<file path="src/rtl/ibuf_pkg.sv">
package ibuf_pkg;
   typedef enum logic [1:0] {
      ICLS_ALU  = 2'b00,
      ICLS_CTRL = 2'b01,
      ICLS_MEM  = 2'b10
   } iclass_e;
endpackage

</file>
<file path="src/rtl/ibuf_classify.sv">
module ibuf_classify #(
   parameter int ILEN   = 32,
   parameter int OP_MSB = 31,
   parameter int OP_W   = 6
) (
   input  logic [ILEN-1:0]   instr,
   output ibuf_pkg::iclass_e cls
);
   if (OP_W < 2 || OP_MSB >= ILEN || OP_MSB - OP_W + 1 < 0) begin : g_bad_op
      $error("ibuf_classify: opcode field does not fit the instruction");
   end

   logic [OP_W-1:0] opc;
   assign opc = instr[OP_MSB -: OP_W];

   always_comb begin
      if (opc[OP_W-1])      cls = ibuf_pkg::ICLS_MEM;
      else if (opc[OP_W-2]) cls = ibuf_pkg::ICLS_CTRL;
      else                  cls = ibuf_pkg::ICLS_ALU;
   end
endmodule

</file>
<file path="src/rtl/ibuf_ring.sv">
module ibuf_ring #(
   parameter int AW    = 32,
   parameter int ILEN  = 32,
   parameter int DEPTH = 4,
   localparam int PW   = $clog2(DEPTH),
   localparam int CW   = PW + 1
) (
   input  logic              clk,
   input  logic              rst,
   input  logic              flush,
   input  logic              wr_en,
   input  logic [AW-1:0]     wr_pc0,
   input  logic [ILEN-1:0]   wr_ins0,
   input  ibuf_pkg::iclass_e wr_cls0,
   input  logic [AW-1:0]     wr_pc1,
   input  logic [ILEN-1:0]   wr_ins1,
   input  ibuf_pkg::iclass_e wr_cls1,
   input  logic [1:0]        pop_n,
   output logic [CW-1:0]     occ,
   output logic [AW-1:0]     hd0_pc,
   output logic [ILEN-1:0]   hd0_ins,
   output ibuf_pkg::iclass_e hd0_cls,
   output logic [AW-1:0]     hd1_pc,
   output logic [ILEN-1:0]   hd1_ins,
   output ibuf_pkg::iclass_e hd1_cls
);
   typedef struct packed {
      logic [AW-1:0]     pc;
      logic [ILEN-1:0]   ins;
      ibuf_pkg::iclass_e cls;
   } slot_t;

   slot_t            slots [DEPTH];
   logic [PW-1:0]    head, tail, tail_nx, head_nx;
   slot_t            in0, in1;

   assign in0     = '{pc: wr_pc0, ins: wr_ins0, cls: wr_cls0};
   assign in1     = '{pc: wr_pc1, ins: wr_ins1, cls: wr_cls1};
   assign tail_nx = tail + PW'(1);
   assign head_nx = head + PW'(1);

   always_ff @(posedge clk) begin
      if (rst || flush) begin
         head <= '0;
         tail <= '0;
         occ  <= '0;
      end else begin
         head <= head + PW'(pop_n);
         if (wr_en) tail <= tail_nx + PW'(1);
         occ  <= occ - CW'(pop_n) + (wr_en ? CW'(2) : CW'(0));
      end
   end

   for (genvar i = 0; i < DEPTH; i++) begin : g_slot
      always_ff @(posedge clk) begin
         if (wr_en && tail == PW'(i))         slots[i] <= in0;
         else if (wr_en && tail_nx == PW'(i)) slots[i] <= in1;
      end
   end

   slot_t rd0, rd1;
   assign rd0     = slots[head];
   assign rd1     = slots[head_nx];
   assign hd0_pc  = rd0.pc;
   assign hd0_ins = rd0.ins;
   assign hd0_cls = rd0.cls;
   assign hd1_pc  = rd1.pc;
   assign hd1_ins = rd1.ins;
   assign hd1_cls = rd1.cls;
endmodule

</file>
<file path="src/rtl/ibuf_issue.sv">
module ibuf_issue #(
   parameter int DEPTH = 4,
   localparam int CW   = $clog2(DEPTH) + 1
) (
   input  logic [CW-1:0]     occ,
   input  ibuf_pkg::iclass_e hd1_cls,
   input  logic              take0,
   input  logic              take1,
   output logic              l0_valid,
   output logic              l1_valid,
   output logic [1:0]        pop_n,
   output logic              room_pair
);
   logic go0, go1;

   assign l0_valid  = occ != '0;
   assign l1_valid  = (occ >= CW'(2)) && (hd1_cls != ibuf_pkg::ICLS_MEM);
   assign go0       = l0_valid && take0;
   assign go1       = go0 && l1_valid && take1;
   assign pop_n     = {go1, go0 && !go1};
   assign room_pair = occ <= CW'(DEPTH - 2);
endmodule

</file>
<file path="src/rtl/dual_issue_ibuf.sv">
module dual_issue_ibuf #(
   parameter int AW     = 32,
   parameter int ILEN   = 32,
   parameter int DEPTH  = 4,
   parameter int OP_MSB = 31,
   parameter int OP_W   = 6,
   localparam int STEP  = ILEN / 8,
   localparam int CW    = $clog2(DEPTH) + 1
) (
   input  logic            clk,
   input  logic            rst,
   input  logic            fetch_valid,
   input  logic [AW-1:0]   fetch_pc,
   input  logic [ILEN-1:0] fetch_instr0,
   input  logic [ILEN-1:0] fetch_instr1,
   output logic            fetch_ready,
   input  logic            flush0,
   input  logic            flush1,
   output logic            kill_p1_mem,
   output logic            lane0_valid,
   output logic [ILEN-1:0] lane0_instr,
   output logic [AW-1:0]   lane0_pc,
   output logic [1:0]      lane0_class,
   input  logic            lane0_take,
   output logic            lane1_valid,
   output logic [ILEN-1:0] lane1_instr,
   output logic [AW-1:0]   lane1_pc,
   output logic [1:0]      lane1_class,
   input  logic            lane1_take
);
   if (DEPTH < 2 || (DEPTH & (DEPTH - 1)) != 0) begin : g_bad_depth
      $error("dual_issue_ibuf: DEPTH must be a power of two of at least 2");
   end
   if (ILEN % 8 != 0) begin : g_bad_ilen
      $error("dual_issue_ibuf: ILEN must be a whole number of bytes");
   end

   ibuf_pkg::iclass_e cls_in [2];
   logic [ILEN-1:0]   ins_in [2];
   assign ins_in[0] = fetch_instr0;
   assign ins_in[1] = fetch_instr1;

   for (genvar k = 0; k < 2; k++) begin : g_cls
      ibuf_classify #(.ILEN(ILEN), .OP_MSB(OP_MSB), .OP_W(OP_W)) u_cls (
         .instr (ins_in[k]),
         .cls   (cls_in[k])
      );
   end

   logic              flush_any, wr_en;
   logic [1:0]        pop_n;
   logic [CW-1:0]     occ;
   ibuf_pkg::iclass_e hd0_cls, hd1_cls;

   assign flush_any   = flush0 || flush1;
   assign wr_en       = fetch_valid && fetch_ready && !flush_any;
   assign kill_p1_mem = flush0;

   ibuf_ring #(.AW(AW), .ILEN(ILEN), .DEPTH(DEPTH)) u_ring (
      .clk     (clk),
      .rst     (rst),
      .flush   (flush_any),
      .wr_en   (wr_en),
      .wr_pc0  (fetch_pc),
      .wr_ins0 (fetch_instr0),
      .wr_cls0 (cls_in[0]),
      .wr_pc1  (fetch_pc + AW'(STEP)),
      .wr_ins1 (fetch_instr1),
      .wr_cls1 (cls_in[1]),
      .pop_n   (pop_n),
      .occ     (occ),
      .hd0_pc  (lane0_pc),
      .hd0_ins (lane0_instr),
      .hd0_cls (hd0_cls),
      .hd1_pc  (lane1_pc),
      .hd1_ins (lane1_instr),
      .hd1_cls (hd1_cls)
   );

   ibuf_issue #(.DEPTH(DEPTH)) u_issue (
      .occ       (occ),
      .hd1_cls   (hd1_cls),
      .take0     (lane0_take),
      .take1     (lane1_take),
      .l0_valid  (lane0_valid),
      .l1_valid  (lane1_valid),
      .pop_n     (pop_n),
      .room_pair (fetch_ready)
   );

   assign lane0_class = hd0_cls;
   assign lane1_class = hd1_cls;
endmodule

</file>
<file path="config.mk">
export PLATFORM = sky130hd
export DESIGN_NAME = dual_issue_ibuf
export DESIGN_NICKNAME = d
export VERILOG_FILES = /design/src/rtl/ibuf_pkg.sv /design/src/rtl/ibuf_classify.sv /design/src/rtl/ibuf_ring.sv /design/src/rtl/ibuf_issue.sv /design/src/rtl/dual_issue_ibuf.sv
export SDC_FILE = /design/constraint.sdc
export NUM_CORES = 1
export LEC_CHECK = 0
export CAP_MARGIN = 20
export CORE_ASPECT_RATIO = 1.1
export CORE_MARGIN = 2
export CORE_UTILIZATION = 55
export DETAILED_ROUTE_END_ITERATION = 8
export DONT_BUFFER_PORTS = 1
export PLACE_DENSITY = 0.7
export SYNTH_ARGS = -nofsm -noshare
export SYNTH_HDL_FRONTEND = slang
export SYNTH_HIERARCHICAL = 1
export SYNTH_SLANG_ARGS = --single-unit
</file>
<file path="constraint.sdc">
create_clock -name clk -period 6.3 [get_ports clk]
set_clock_uncertainty 0.15 [all_clocks]
set_input_delay 0.945 -clock clk [delete_from_list [all_inputs] [get_ports clk]]
set_output_delay 0.945 -clock clk [all_outputs]
set_load 0.005 [all_outputs]
</file>
Word level (Yosys, flattened, before mapping)
Memories as Yosys holds them, arrays and structs flattened. A register that Yosys moved wholly into a read port is not among the register bits.
Cells that the tools add are included.
{ "totals": {"reg_bits": 7, "ram_bits": 264, "in_bits": 103, "output_inout_bits": 136, "wordCells": 84, "memories": 1} }
{ "op_classes": {"add_sub_neg": 7, "n_lt_le_gt_ge": 2, "eq_ne": 7, "n_mux": 36, "bitwise": 4, "reduce_logical": 24} }
{ "memory_table": {"columns": ["memory", "words", "word_bits", "read_ports", "rd_clocked_by_memory_dff", "wr", "line", "source"], "rows": [
  ["u_ring.slots", 4, 66, 2, 1, 2, "ibuf_ring.sv:33", "slot_t slots [DEPTH];"]
]} }
{ "op_table": {"columns": ["cell", "count"], "rows": [
  ["$mux W66", 6],
  ["$reduce_or A66 Y1", 2],
  ["$add A32 B3 Y32 const B", 1],
  ["$mux W1", 24],
  ["$logic_and A1 B1 Y1", 15],
  ["$mux W2", 6],
  ["$eq A2 B2 Y1 const B", 4],
  ["$add A2 B1 Y2 const B", 3],
  ["$eq A2 B1 Y1 const B", 2],
  ["$logic_not A2 Y1", 2],
  ["$or A1 B1 Y1", 4],
  ["$add A3 B3 Y3", 1],
  ["$ge A3 B2 Y1 const B", 1],
  ["$le A3 B2 Y1 const B", 1],
  ["$reduce_bool A3 Y1", 1],
  ["$sub A3 B2 Y3", 1],
  ["$add A2 B2 Y2", 1],
  ["$logic_not A1 Y1", 2],
  ["$logic_or A1 B1 Y1", 2],
  ["$ne A2 B2 Y1 const B", 1]
]} }

Depth between registers and ports, before layout
Gate-level depths: netlist of the first run.
{ "depth": {"ltp_word": 10, "ltp_mapped": 11, "ltp_nobuf": 8} }

Hierarchy
The synthesis of the first run kept the hierarchy.
{ "by_module_without_submodules": {"columns": ["module", "n_inst", "cells_each", "area_each_um2", "seq_area_each_um2"], "rows": [
  ["ibuf_ring", 1, 733, 13505.5, 8047.7],
  ["dual_issue_ibuf", 1, 85, 586.8, 0.0],
  ["ibuf_issue", 1, 9, 61.3, 0.0],
  ["ibuf_classify", 2, 2, 21.3, 0.0]
]} }

Worst setup path after synthesis of the first run
OpenSTA, ideal clock, no wires.
{ "synth_path": {"path_type": "input to register", "startpoint": "input flush1", "endpoint": "memory u_ring/slots[2][0] (netlist bit) (enable)", "setup_time_ns": 0.420, "arrival_ns": 3.376, "t_required_ns": 5.730, "setup_slack_ns": 2.354, "path_stages": 6, "path_buffers": 2, "cell_sequence": "or2_2 nor2_1 nand2_1 buf_2 buf_4 inv_1"} }
{ "synth_lines": {"columns": ["item", "line", "source"], "rows": [
  ["start: declaration", "dual_issue_ibuf.sv:18", "input logic flush1,"],
  ["end: declaration", "ibuf_ring.sv:33", null]
]} }

==> results of run 1 <==
==> worst max-delay path by stage <==
stage                          end  slack [ns]  depth (start not counted)
4_1_cts                lane1_pc[7]        2.27                          2
5_1_grt        u_ring/slots[1][33]        2.20                          5
3_5_place_dp   u_ring/slots[2][26]        1.84                          5
3_3_place_gp   u_ring/slots[2][43]        1.96                          5
6_report        u_ring/slots[1][1]        2.44                          5
2_1_floorplan   u_ring/slots[2][0]        2.35                          6
==> sequential cells by signal (all words and copies together), names as in the netlist <==
register      count
u_ring/occ        3
u_ring/slots    264
u_ring/tail       1
u_ring/head       2
==> where the power goes <==
group	total, W	internal, W	switching, W
registers	0.00202	0.00201	0.0000153
clock network	0.00165	0.000987	0.000661
logic	0.000164	0.0000903	0.0000739
==> metal layers <==
metal  share of wire [%]  GRT usage, %  vias up
li1                    -             -     2917
met1                  37          26.4     3555
met2                  50          34.1      287
met3                  10          6.58       44
met4                 2.8          6.52        0
met5                   0             0        -
==> synth_stat cells, drive strengths merged (2+ instances only) <==
cell and n:
nor3 7, nand3 11, ha 4, buf 49
mux2 132, and2 2, nand4 10, and3 2
inv 9, and4 3, clkbuf 132, nand2b 2
xor2 7, edfxtp 264, nor4 2, xnor2 22
nand2 12, dfxtp 6, nor3b 2, mux4 132
or2 4, nor2 8, nor2b 2
==> critical path: stages <==
cell	delay (ns)
or2_2	0.34
nor2_1	0.54
nand2b_4	0.71
clkinv_2	0.81
buf_4	0.49
==> through the flow <==
step / std cells / util, % / instance area (µm²) / hold slack (ns)
floorplan: 831 / - / 14200 / 0.377
global placement: 1003 / 54.8 / 13900 / 0.404
detailed placement: 1003 / 54.8 / 13900 / 0.432
CTS: 1052 / 58.3 / 14800 / 0.305
global route: 1054 / 58.6 / 14800 / 0.313
finish: 1054 / 58.6 / 14800 / 0.323
==> kinds of logic (layout without fill, tap and decap cells) <==
logic type / Yosys count / count (layout) / share of synthesized area [%]
compound gates: 3 / 3 / 0.132
xor+xnor: 31 / 31 / 2.12
fa+ha+maj: 5 / 5 / 0.494
buf+inv: 190 / 67 / 6.19
flops: 270 / 270 / 56.7
mux: 264 / 264 / 31.4
simple gates: 68 / 68 / 2.97
==> layout make-up <==
| type | instances | area (µm²) | area share, % |
|---|---|---|---|
| Clock inverter | 19 | 221 | 1.49 |
| Inverter | 9 | 38.8 | 0.261 |
| Multi-Input combinational cell | 371 | 5290 | 35.6 |
| Timing Repair Buffer | 9 | 120 | 0.809 |
| Clock buffer | 30 | 687 | 4.63 |
| Sequential cell | 270 | 8060 | 54.3 |
| Tap cell | 346 | 433 | 2.92 |
==> impl_metrics.tcl, run 1 <==
set metrics [dict create \
    routed_via_density 6.45 \
    rsz0062_at_grt "false" \
    yosysSeqAreaShare_pct 56.7 \
    yosysTopAreaCell "edfxtp_1" \
    synthFlopType "edfxtp_1" \
    clockBufferDepth 3 \
    synth_cells 831 \
    cts_tree "done" \
    critPathArrivalTime_ns 3.90 \
    synth.net_count 939 \
    ff2ff_path_depth 6 \
    max_freq_mhz 259 \
    path_clk_slew_ns 0.06 \
    hold_path.class "in -> reg" \
    worstMarginPinSlew_ns 1.04 \
    layout.nets 796 \
    hpwl_um 18700 \
    die_h_um 173 \
    initial_core_util_pct 56.0 \
    diodes 0 \
    critPathLaunch "flush1" \
    wl_um 28300 \
    rows 61 \
    dr.pass1.iters 4 \
    cts_hold_buf 0 \
    wl_per_cell_um 26.8 \
    start_kind "primary input" \
    yosys_warnings 6 \
    final-max-slew-violation-count 0 \
    status "completed" \
    setup_violations 0 \
    hold_violations 0 \
    antenna_found_initial 0 \
    maxSlewHeadroom_pct 30.8 \
    cts_root_buffer "clkbuf_16" \
    grtUsageTotal_pct 20.7 \
    whs_endpoint "u_ring/head[1]" \
    via_count 6803 \
    dr.first_iter.drc_count 537 \
    power_density_nw_per_um2 258 \
    port_buffers 0 \
    r2r-end "u_ring/slots[1][1]" \
    core-area_um2 25300 \
    synthTopCellsByArea "edfxtp_1 56%, mux4_2 21%, mux2_2 10%" \
    whs_path_depth 1 \
    setup_slack_ns 2.44 \
    r2r_setup_slack_ns 2.54 \
    post_cts_resized 0 \
    fin_crit_sh_pct 61.3 \
    synth_edf_count 264 \
    ys_seq_elements 270 \
    ctsHtreeMaxLevel 1 \
    crit_fanout 68 \
    hold_start "rst" \
    mostFrequentLayoutCells "264 x edfxtp_1, 132 x mux4_2, 132 x mux2_2" \
    grt_max_degree 82 \
    p_total_w 0.00384 \
    fillCellCount 1865 \
    globalplace.congestion 0.784 \
    synth_area_per_cell_um2 17.1 \
    grt_pass1_wl_um 42900 \
    postCtsSetupBuffers 0 \
    overflow 0 \
    final_common_cell "edfxtp_1" \
    insertion_delay_ns 0.53 \
    fp.dieW_um 157 \
    maxCapViolCount 0 \
    ant_nets 0 \
    tns_ns 0 \
    cts_sinks 270 \
    worstPathRequired_ns 6.34 \
    post-route-drc-count 0 \
    finalCriticalPeriod_ns 3.86 \
    r2r_start "u_ring/occ[1]" \
    dieArea_um2 27100 \
    cp-end-kind "flip-flop" \
    power_leakage_nw 4.51 \
    async_flop_share_pct 0 \
    grt_pass1_vias 7121 \
    area_growth_pct 4.54 \
    synth_top_area_share_pct 55.8 \
    drive_gt1_share_pct 47.0 \
    pin_count 239 \
    post-place-ws_ns 1.84 \
    criticalPathCategory "in -> reg" \
    cts_buffers 27 \
    syn_area_um2 14200 \
    synth_cell_types 37 \
    ir_drop_uv 262 \
]
Power figures use the tool's default switching activity.
==> run 2: changes to the inputs <==
==> constraint.sdc (replaced) <==
create_clock -name clk -period 3.6 [get_ports clk]
set_clock_uncertainty 0.15 [all_clocks]
set_input_delay 0.54 -clock clk [delete_from_list [all_inputs] [get_ports clk]]
set_output_delay 0.54 -clock clk [all_outputs]
set_load 0.005 [all_outputs]
==> run 2 against run 1 <==
Effect of this change:
- die area is the same
- cell area grew 4.9%
- clock power grew 76%
- wire length grew 8.0%
- power grew 78%
- global-route usage grew 1.7 points
- sequential power grew 75%
- clock-buffer cell count grew 2
- flip-flop and latch count is the same
- critical path type is now reg -> out
==> impl_metrics.tcl, run 2 (synthesized netlist as in run 1, its figures left out) <==
set metrics [dict create \
    status "completed" \
    mostFrequentLayoutCells "264 x edfxtp_1, 132 x mux4_2, 132 x mux2_2" \
    hold_violations 0 \
    cts_buffers 29 \
    maxCapViolCount 0 \
    place_area_um2 14000 \
    max_freq_mhz 318 \
    power_leakage_nw 4.83 \
    max_stage_delay_ns 0.68 \
    antenna_found_initial 0 \
    globalplace.congestion 0.788 \
    fin_area_um2 15600 \
    fin_cells 1129 \
    top_regs "u_ring/slots x264, u_ring/occ x3, u_ring/head x2" \
    crit_cells 2 \
    dr.pass1.iters 5 \
    hpwl_um 18800 \
    ant_nets 0 \
    grt_pass1_vias 7833 \
    diodes 0 \
    initial_core_util_pct 56.0 \
    area_growth_pct 9.64 \
    via_count 7188 \
    wl_per_cell_um 27.0 \
    worstPathRequired_ns 2.91 \
    layout.nets 869 \
    fin_crit_sh_pct 87.4 \
    cts_hold_buf 65 \
    slowest_stage "dfxtp_4" \
    worstMarginPinSlew_ns 0.761 \
    cts_tree "done" \
    pin_count 239 \
    wl_um 30500 \
    fillCellCount 1850 \
    regMostFlops "u_ring/slots" \
    die_h_um 173 \
    setup_violations 0 \
    hold_path.class "in -> reg" \
    final_common_cell "edfxtp_1" \
    post_cts_resized 0 \
    cp-end-kind "output pin" \
    core-area_um2 25300 \
    crit_fanout 97 \
    fin_util_pct 61.4 \
    grt_max_degree 98 \
    dp_cells 1011 \
    port_buffers 0 \
    path_clk_slew_ns 0.06 \
    drive_gt1_share_pct 43.7 \
    power_density_nw_per_um2 438 \
    dieArea_um2 27100 \
    ir_drop_uv 369 \
    ff2ff_path_depth 8 \
    finalCriticalPeriod_ns 3.15 \
    clockBufferDepth 3 \
    fp.dieW_um 157 \
    whs_path_depth 1 \
    routed_via_density 6.37 \
    grtUsageTotal_pct 22.4 \
    postCtsSetupBuffers 0 \
    maxSlewHeadroom_pct 49.3 \
    dr.first_iter.drc_count 411 \
    cp.buffers_inverters 1 \
    overflow 0 \
    cts_sinks 270 \
    rows 61 \
    path_cells "buf_12, mux4_2" \
    ctsHtreeMaxLevel 1 \
    largest_reg_flops 264 \
    critPathArrivalTime_ns 2.46 \
    p_total_w 0.00682 \
    criticalPathCategory "reg -> out" \
    post-route-drc-count 0 \
    cts_root_buffer "clkbuf_16" \
    path_delay_family "flip-flops" \
    insertion_delay_ns 0.54 \
    final-max-slew-violation-count 0 \
    rsz0062_at_grt "false" \
    tns_ns 0 \
    grt_pass1_wl_um 46200 \
    start_kind "flip-flop" \
]
run 2: worst paths after layout:
| path | start | endpoint | slack (ns) |
|---|---|---|---|
| min | fetch_instr0[31] | u_ring/slots[2][0] | 0.05 |
| min reg2reg | u_ring/tail[1] | u_ring/tail[1] | 0.45 |
| max reg2reg | u_ring/head[1] | u_ring/occ[2] | 0.69 |
| max | u_ring/head[1] | lane1_pc[31] | 0.45 |
run 2: cell type report:
type / count / area (µm²) / area share [%]
flip-flops and latches: 270 / 8060 / 51.8
multi-input cells: 371 / 5290 / 34.0
repair buffers: 80 / 813 / 5.23
clock buffers: 32 / 737 / 4.73
well taps: 346 / 433 / 2.78
clock inverters: 21 / 203 / 1.30
inverters: 9 / 38.8 / 0.249
run 2: through the flow:
step	worst slack, ns	hold slack (ns)
after floorplan	0.0587	0.377
after global placement	0.740	0.408
after detailed placement	0.679	0.437
after CTS	0.439	0.0336
after global routing	0.366	0.0312
final	0.453	0.0547
run 2: worst register-to-register path, stage by stage, from the launching register on:
cell and delay, ns:
dfxtp_4 0.68, mux4_2 0.47, nand2b_1 0.15, and4_1 0.26, inv_1 0.07, fa_1 0.53
ha_1 0.16, xor3_1 0.22, nor3_1 0.13
run 2: routing by layer:
layer | track usage [%] | wire (µm) | part of all wire [%]
met2 | 38.9 | 15800 | 52
met5 | 0 | 0 | 0
met3 | 7.31 | 2830 | 9.3
met1 | 26.7 | 11100 | 36
met4 | 6.25 | 723 | 2.4
run 2: report_power, final:
| part | switching (W) | internal (W) | leakage (nW) | total (W) |
|---|---|---|---|---|
| combinational | 0.000159 | 0.000208 | 1.92 | 0.000367 |
| clock | 0.00116 | 0.00175 | 0.462 | 0.00291 |
| sequential | 0.0000242 | 0.00351 | 2.45 | 0.00354 |
| total | 0.00135 | 0.00547 | 4.83 | 0.00682 |
